===== src/rtl/inv_alu32.sv =====
module inv_alu32 #(
  parameter int WIDTH = 32
) (
  input  logic [WIDTH-1:0] op_a,
  input  logic [WIDTH-1:0] op_b,
  input  logic [3:0]       alu_ctl,
  output logic [WIDTH-1:0] alu_out,
  output logic             is_zero
);
  localparam int MSB = WIDTH - 1;

  logic             inv_a, inv_b;
  logic [1:0]       pick;
  logic [WIDTH-1:0] xa, xb, sum;
  logic             ovf, less, legal;

  assign inv_a = alu_ctl[3];
  assign inv_b = alu_ctl[2];
  assign pick  = alu_ctl[1:0];

  assign xa  = inv_a ? ~op_a : op_a;
  assign xb  = inv_b ? ~op_b : op_b;
  assign sum = xa + xb + {{(WIDTH-1){1'b0}}, inv_b};

  assign ovf  = (xa[MSB] == xb[MSB]) && (sum[MSB] != xa[MSB]);
  assign less = sum[MSB] ^ ovf;

  always_comb begin
    unique case (alu_ctl)
      4'b0000, 4'b0001, 4'b0010, 4'b0110, 4'b0111, 4'b1100: legal = 1'b1;
      default: legal = 1'b0;
    endcase
  end

  always_comb begin
    alu_out = '0;
    if (legal) begin
      unique case (pick)
        2'b00: alu_out = xa & xb;
        2'b01: alu_out = xa | xb;
        2'b10: alu_out = sum;
        2'b11: alu_out = {{(WIDTH-1){1'b0}}, less};
      endcase
    end
  end

  assign is_zero = ~|alu_out;

  always_comb begin
    if (alu_ctl == 4'b0000)
      assert_and_R1: assert (alu_out == (op_a & op_b));
    if (alu_ctl == 4'b0010)
      assert_add_R3: assert (alu_out == op_a + op_b);
    if (alu_ctl == 4'b0110) begin
      assert_sub_R4: assert (alu_out == op_a - op_b);
      assert_eq_zero_R8: assert (is_zero == (op_a == op_b));
    end
    if (alu_ctl == 4'b0111)
      assert_slt_R5: assert (alu_out == {{(WIDTH-1){1'b0}}, ($signed(op_a) < $signed(op_b))});
    if (alu_ctl == 4'b1100)
      assert_nor_R6: assert (alu_out == ~(op_a | op_b));
    if (!legal)
      assert_undef_R7: assert (is_zero);
  end
endmodule


===== config.mk =====
export PLATFORM = sky130hd
export DESIGN_NAME = inv_alu32
export DESIGN_NICKNAME = d
export VERILOG_FILES = /design/src/rtl/inv_alu32.sv
export SDC_FILE = /design/constraint.sdc
export NUM_CORES = 1
export LEC_CHECK = 0
export ABC_AREA = 1
export BUFFER_PORTS_ARGS = -buffer_cell sky130_fd_sc_hd__buf_2
export CAP_MARGIN = 20
export CELL_PAD_IN_SITES_DETAIL_PLACEMENT = 1
export CELL_PAD_IN_SITES_GLOBAL_PLACEMENT = 2
export CORE_MARGIN = 2
export CORE_UTILIZATION = 30
export DETAILED_ROUTE_END_ITERATION = 12
export PLACE_DENSITY_LB_ADDON = 0.1
export SETUP_SLACK_MARGIN = 0.5
export SLEW_MARGIN = 20
export SYNTH_ARGS = -nofsm -noshare
export SYNTH_HDL_FRONTEND = slang
export SYNTH_SLANG_ARGS = --single-unit

===== constraint.sdc =====
create_clock -name vclk -period 10.09
set_clock_uncertainty 0.1 [all_clocks]
set_input_delay 1.5135 -clock vclk [all_inputs]
set_output_delay 1.5135 -clock vclk [all_outputs]
set_load 0.02 [all_outputs]

# Word-level counts from Yosys, hierarchy flattened
# Cells that the tools add are included.
# W data, S select, Z words.
# totals
output_inout_bits	33
ff_bits	0
# classes
bitwise	5
n_eq_ne	10
mux	5
reduce_logical	6
add_sub_neg	2
# ops
cell	n
$pmux W32 S4	1
$mux W32	3
$not A32 Y32	2
$add A32 B1 Y32	1
$add A32 B32 Y32	1
$and A32 B32 Y32	1
$or A32 B32 Y32	1
$reduce_or A32 Y1	1
$eq A4 B3 Y1 const B	2
$reduce_or A6 Y1	1
$eq A2 B2 Y1 const B	2
$eq A4 B1 Y1 const B	1
$eq A4 B2 Y1 const B	1
$eq A4 B4 Y1 const B	1
$logic_not A4 Y1	1
$eq A2 B1 Y1 const B	1
$logic_not A2 Y1	1
$eq A1 B1 Y1	1
$logic_and A1 B1 Y1	1
$logic_not A1 Y1	1
$mux W1	1
$ne A1 B1 Y1	1
$xor A1 B1 Y1	1

# Depth between registers and ports, before layout
# Gate-level depths: netlist of run 1.
# logic_depth
ltp_word	11
ltp_mapped	23

# Worst setup path before layout of run 1
# No wires, ideal clock.
# synth_timing
kind	input port to output port
startpoint	input alu_ctl[3]
endpoint	output is_zero
n_path_buf	2
path_slack_ns	4.386
required_time_ns	8.476
t_arrival_ns	4.091
stages	19
cell_sequence	buf_6 -> clkbuf_1 -> xnor2_1 -> inv_1 -> ha_1 -> a21oi_1 -> o21ai_2 -> nand2_1 -> nand2_1 -> nand2_1 -> nand2_1 -> a21oi_1 -> o21ai_1 -> a21oi_1 -> nor2_1 -> nand2_1 -> nor2_1 -> nand2_1 -> nor2_2
# synth_via
elab_cells_between_ends	21
cone_classes	add/sub: 2; eq/ne: 7; mux: 4; bitwise: 3; reduce/logical: 5
# synth_lines
element	line_no	source
start, declared	6	input logic [3:0] alu_ctl,
$mux W32	21	assign xa = inv_a ? ~op_a : op_a;
$add A32 B32 Y32	23	assign sum = xa + xb + {{(WIDTH-1){1'b0}}, inv_b};
$add A32 B1 Y32	23	
$pmux W32 S4	38	unique case (pick)
$mux W32 *	37	if (legal) begin
net alu_out[16]	7	output logic [WIDTH-1:0] alu_out,
$reduce_or A32 Y1 *	47	assign is_zero = ~|alu_out;
$logic_not A1 Y1 *	47	
end, declared	8	output logic is_zero
# The timed path passes the listed nets; every way through them passes the cells marked *.

# Worst setup path after layout of run 1
# layout_timing
startpoint	input alu_ctl[3]
endpoint	output is_zero
# layout_via
elab_chain_len	10
elab_cells_between_ends	21
cone_classes	add/sub: 2; eq/ne: 7; mux: 4; bitwise: 3; reduce/logical: 5
# layout_rtl
element	line_no	source
$mux W32	21	
$add A32 B32 Y32	23	
$add A32 B1 Y32	23	
$ne A1 B1 Y1	25	assign ovf = (xa[MSB] == xb[MSB]) && (sum[MSB] != xa[MSB]);
$logic_and A1 B1 Y1	25	
$xor A1 B1 Y1	26	assign less = sum[MSB] ^ ovf;
$pmux W32 S4	38	
$mux W32 *	37	
$reduce_or A32 Y1 *	47	
$logic_not A1 Y1 *	47	
# Every way passes the cells marked *; elsewhere a longest branch is shown, timed or not.

==> results of run 1 <==
worst max-delay path by stage:
stage,start,endpoint,cells past startpoint
after CTS,alu_ctl[3],is_zero,18
after global routing,alu_ctl[1],is_zero,18
after detailed placement,alu_ctl[3],is_zero,18
final,alu_ctl[3],is_zero,18
after floorplan,alu_ctl[3],is_zero,19
after global placement,alu_ctl[1],is_zero,18
cell families after synthesis:
family | count (synthesis)
AOI/OAI and AO/OA | 108
buffers and inverters | 183
xor gates and xnor gates | 64
adders and majority gates | 65
and+or+nand+nor | 427
cells in the mapped netlist:
library cell | instances | area (sq um)
nor2_2 | 5 | 31.3
nand3_2 | 5 | 50.1
nor3_1 | 5 | 25.0
nand4_1 | 5 | 31.3
o21a_1 | 4 | 30.0
nand3b_4 | 1 | 20.0
clkbuf_1 | 9 | 33.8
o21bai_1 | 7 | 52.6
o221ai_1 | 2 | 17.5
xnor2_1 | 64 | 561
inv_2 | 4 | 15.0
and2_1 | 2 | 12.5
ha_1 | 64 | 801
nand3_1 | 42 | 210
buf_6 | 1 | 11.3
buf_4 | 1 | 7.51
nor2_4 | 1 | 11.3
or2_2 | 2 | 12.5
nand2_1 | 202 | 758
o21ai_2 | 1 | 8.76
o211ai_1 | 8 | 60.1
buf_2 | 8 | 40.0
o21ai_1 | 2 | 10.0
inv_1 | 156 | 586
fa_1 | 1 | 20.0
a21oi_1 | 56 | 280
nand3b_1 | 9 | 67.6
o21ai_0 | 26 | 130
nand2_2 | 16 | 100
nor2_1 | 130 | 488
clkinv_2 | 1 | 5.00
a21o_1 | 1 | 7.51
buf_1 | 3 | 11.3
nor3_2 | 1 | 10.0
nor4_1 | 1 | 6.26
o22ai_1 | 1 | 6.26
through the flow:
step / cells / area (sq um) / hold WS (ns)
floorplan: 847 / 4530 / 3.17
global placement: 1112 / 5180 / 3.57
detailed placement: 1112 / 5180 / 3.56
CTS: 1112 / 5180 / 3.57
global route: 1112 / 5190 / 3.64
finish: 1112 / 5190 / 3.57
report_power, final:
part	switching, uW	internal [uW]
sequential	0	0
combinational	303	158
clock	0	0
metal layers:
layer | track usage | vias up | wire, um
met5 | 0 | - | 0
met4 | 0.00970 | 0 | 92
met3 | 0.00253 | 6 | 673
met2 | 0.360 | 113 | 7420
met1 | 0.318 | 2432 | 8920
li1 | - | 2767 | -
cell type report:
type | count | share of cell area
repair buffers | 103 | 0.101
multi-input cells | 664 | 0.738
inverters | 161 | 0.117
well taps | 184 | 0.0444
==> metrics.yaml, run 1 <==
p_leak_uw: 0.00304
drc_errors: 0
critPathMaxFanout: 33
criticalPathCategory: "input port to primary output"
drive_gt1_frac: 0.153
multiInputGateArea_sq_mm: 0.00383
ctsHoldBuffers: 0
rsz0062_at_grt: "false"
core_area_sq_mm: 0.0146
grt_max_degree: 39
dp.final_hpwl_um: 14200
crit_required_ns: 8.48
syn_nets: 980
min_from: "alu_ctl[0]"
clkbuf_count: 0
die_area_sq_mm: 0.0161
min_path_cells: 5
arrival_ns: 5.18
regArea_sq_um: 0
n_antenna_cell: 0
maxSlewViolCount: 0
vias: 5318
synthXorXnorAreaFrac: 0.124
port_buffers: 101
path_delay_family: "simple AND/OR/NAND/NOR gates"
grt_pass1_vias: 5620
ir_drop_v: 0.0000282
nNetsFinal: 1063
muxShareOfSynthArea: 0
synth-compound-area-share: 0.133
fmax_ghz: 0.147
critPathCaptureType: "primary output"
grt_usage: 0.213
total_power_uw: 461
hold_class: "input port to primary output"
syn_inst: 847
rows: 44
cpMostUsedCell: "nand2_1"
fillers: 2079
place_ws_ns: 3.29
synth.distinct_cells: 36
synthAdderAreaFrac: 0.181
layout_commonest_cell: "nand2_1"
synth-seq-area-share: 0
slew_headroom: 0.277
worst_pin_slew_ns: 1.08
seq_cells: 0
drtIter0Drc: 173
crit_chain: "buf_2 > nand2_1 > nand3_2 > and2_1 > inv_1 > fa_1 > o21ai_2 > nand2_1 > nand2_1 > a21oi_1 > o21ai_0 > a21oi_1 > nor2_1 > nand3_1 > nor2_1 > nand3_1 > nor2_2 > buf_2"
status: "finished clean"
syn_avg_cell_area_sq_um: 5.35
post_drt_wl_per_cell_um: 15.4
setup_ws_ns: 3.30
synthSimpleGateAreaFrac: 0.405
io_pins: 101
min_period_ns: 6.79
synth_top_family_by_area: "simple AND/OR/NAND/NOR gates"
utilization: 0.354
power.density_mw_per_mm2: 88.8
grt_overflow: 0
firstDrtPassIters: 4
max_stage_delay_ns: 0.80
slowest_stage: "buf_2"
start_kind: "input port"
final_cell_mix: "201 x nand2_1, 156 x inv_1, 129 x nor2_1"
fin_setup_tns_ns: 0
worst-path-buf-inv: 3
cap_violations: 0
postCtsSetupRepairBufs: 0
ant_nets: 0
hold_path_end: "alu_out[18]"
grt_pass1_wl_um: 28500
areaGrowthSynthToFinish_pct: 14.6
routed_wl_um: 17100
hold_viol: 0
setup-violations-final: 0
period_share: 0.673
start_util: 0.309
cts_resized: 0
ys_warn_count: 0
die_h_um: 127
die_w_um: 127
vias_per_cell: 4.78
place.gp.congestion: 0.915
antenna_found_initial: 0
netlist_area_sq_mm: 0.00453
Note: power is estimated with default switching activity, not from simulation.
==> inputs of run 2 (changes only) <==
Settings changed: CORE_UTILIZATION 30 to 28.
Clock period 10.09 ns to 6.71 ns, I/O delays scaled along.
==> run 2 against run 1 <==
Against the previous run:
- via count is 1.2% higher
- critical path depth is 3 higher
- first-iteration DRC count is 62% higher
- largest power group unchanged
- highest routed layer unchanged
==> metrics.yaml, run 2 (synthesized netlist as in run 1, its figures left out) <==
vias: 5381
arrival_ns: 4.60
postCtsSetupRepairBufs: 0
drtIter0Drc: 281
multiInputGateArea_sq_mm: 0.00382
worst_pin_slew_ns: 0.684
fillers: 2250
slew_headroom: 0.544
drc_errors: 0
final_cell_mix: "202 x nand2_1, 156 x inv_1, 130 x nor2_1"
antenna_found_initial: 0
crit_required_ns: 5.60
critPathCaptureType: "primary output"
grt_pass1_wl_um: 29400
worst-path-buf-inv: 6
layout_commonest_cell: "nand2_1"
post_drt_wl_per_cell_um: 15.9
hold_viol: 0
grt_usage: 0.206
rows: 46
power.density_mw_per_mm2: 133
grt_overflow: 0
cpMostUsedCell: "nand2_1"
max_stage_delay_ns: 0.53
fmax_ghz: 0.175
port_buffers: 101
grt_pass1_vias: 5667
firstDrtPassIters: 4
p_leak_uw: 0.00306
path_delay_family: "buffers and inverters"
start_kind: "input port"
start_util: 0.286
clkbuf_count: 0
status: "finished clean"
critPathMaxFanout: 21
dp.final_hpwl_um: 15300
drive_gt1_frac: 0.156
setup-violations-final: 0
period_share: 0.851
core_area_sq_mm: 0.0158
place.gp.congestion: 0.923
die_h_um: 131
crit_chain: "buf_2 > buf_4 > xnor2_1 > inv_1 > ha_1 > a21oi_1 > inv_1 > nor2_1 > nand2_1 > a21oi_1 > nand3_1 > nand3_1 > nand2_1 > nand2_1 > nand2_1 > inv_1 > nand3_1 > nor2_1 > nand2_1 > nor2_2 > buf_2"
routed_wl_um: 18200
fin_setup_tns_ns: 0
n_antenna_cell: 0
die_w_um: 131
seq_cells: 0
io_pins: 101
maxSlewViolCount: 0
total_power_uw: 701
rsz0062_at_grt: "false"
min_period_ns: 5.71
hold_class: "input port to primary output"
nNetsFinal: 1069
cap_violations: 0
fin_area_sq_mm: 0.00526
ant_nets: 0
regArea_sq_um: 0
ir_drop_v: 0.0000359
grt_max_degree: 32
ctsHoldBuffers: 0
vias_per_cell: 4.68
areaGrowthSynthToFinish_pct: 16.2
cts_resized: 0
criticalPathCategory: "input port to primary output"
critPathLaunch: "alu_ctl[3]"
die_area_sq_mm: 0.0172
slowest_stage: "buf_2"
placed_area_sq_mm: 0.00526
min_from: "alu_ctl[0]"
-- run 2: changes by cell type in the layout (fill, tap and decap cells not counted), sizes merged --
cell / before / now
buf: 103 / 109
-- run 2: power breakdown --
group | internal, uW | switching, uW
combinational | 238 | 463
sequential | 0 | 0
clock | 0 | 0
total | 238 | 463
-- run 2: stage by stage --
| step | util | std cells | setup WS [ns] | hold WS [ns] |
|---|---|---|---|---|
| 2_1_floorplan | - | 847 | 2.02 | 2.16 |
| 3_3_place_gp | 0.332 | 1150 | 1.00 | 2.55 |
| 3_5_place_dp | 0.332 | 1150 | 0.957 | 2.54 |
| 4_1_cts | 0.332 | 1150 | 0.945 | 2.54 |
| 5_1_grt | 0.332 | 1150 | 0.651 | 2.58 |
| 6_report | 0.332 | 1150 | 1.00 | 2.55 |
-- run 2: per-layer routing --
layer / track usage / up-vias / routed length [um]
li1: - / 2773 / -
met2: 0.354 / 103 / 8300
met5: 0 / - / 0
met4: 0.00423 / 0 / 43
met3: 0.00965 / 4 / 614
met1: 0.300 / 2501 / 9280
-- run 2: path summary, 6_finish.rpt --
| check | to | slack (ns) | cells after the start |
|---|---|---|---|
| setup / recovery | is_zero | 1.00 | 21 |
| hold / removal | alu_out[18] | 2.55 | 5 |
-- run 2: cell type report --
type / count / area share
repair buffers: 109 / 0.108
inverters: 161 / 0.115
well taps: 216 / 0.0514
multi-input cells: 664 / 0.726
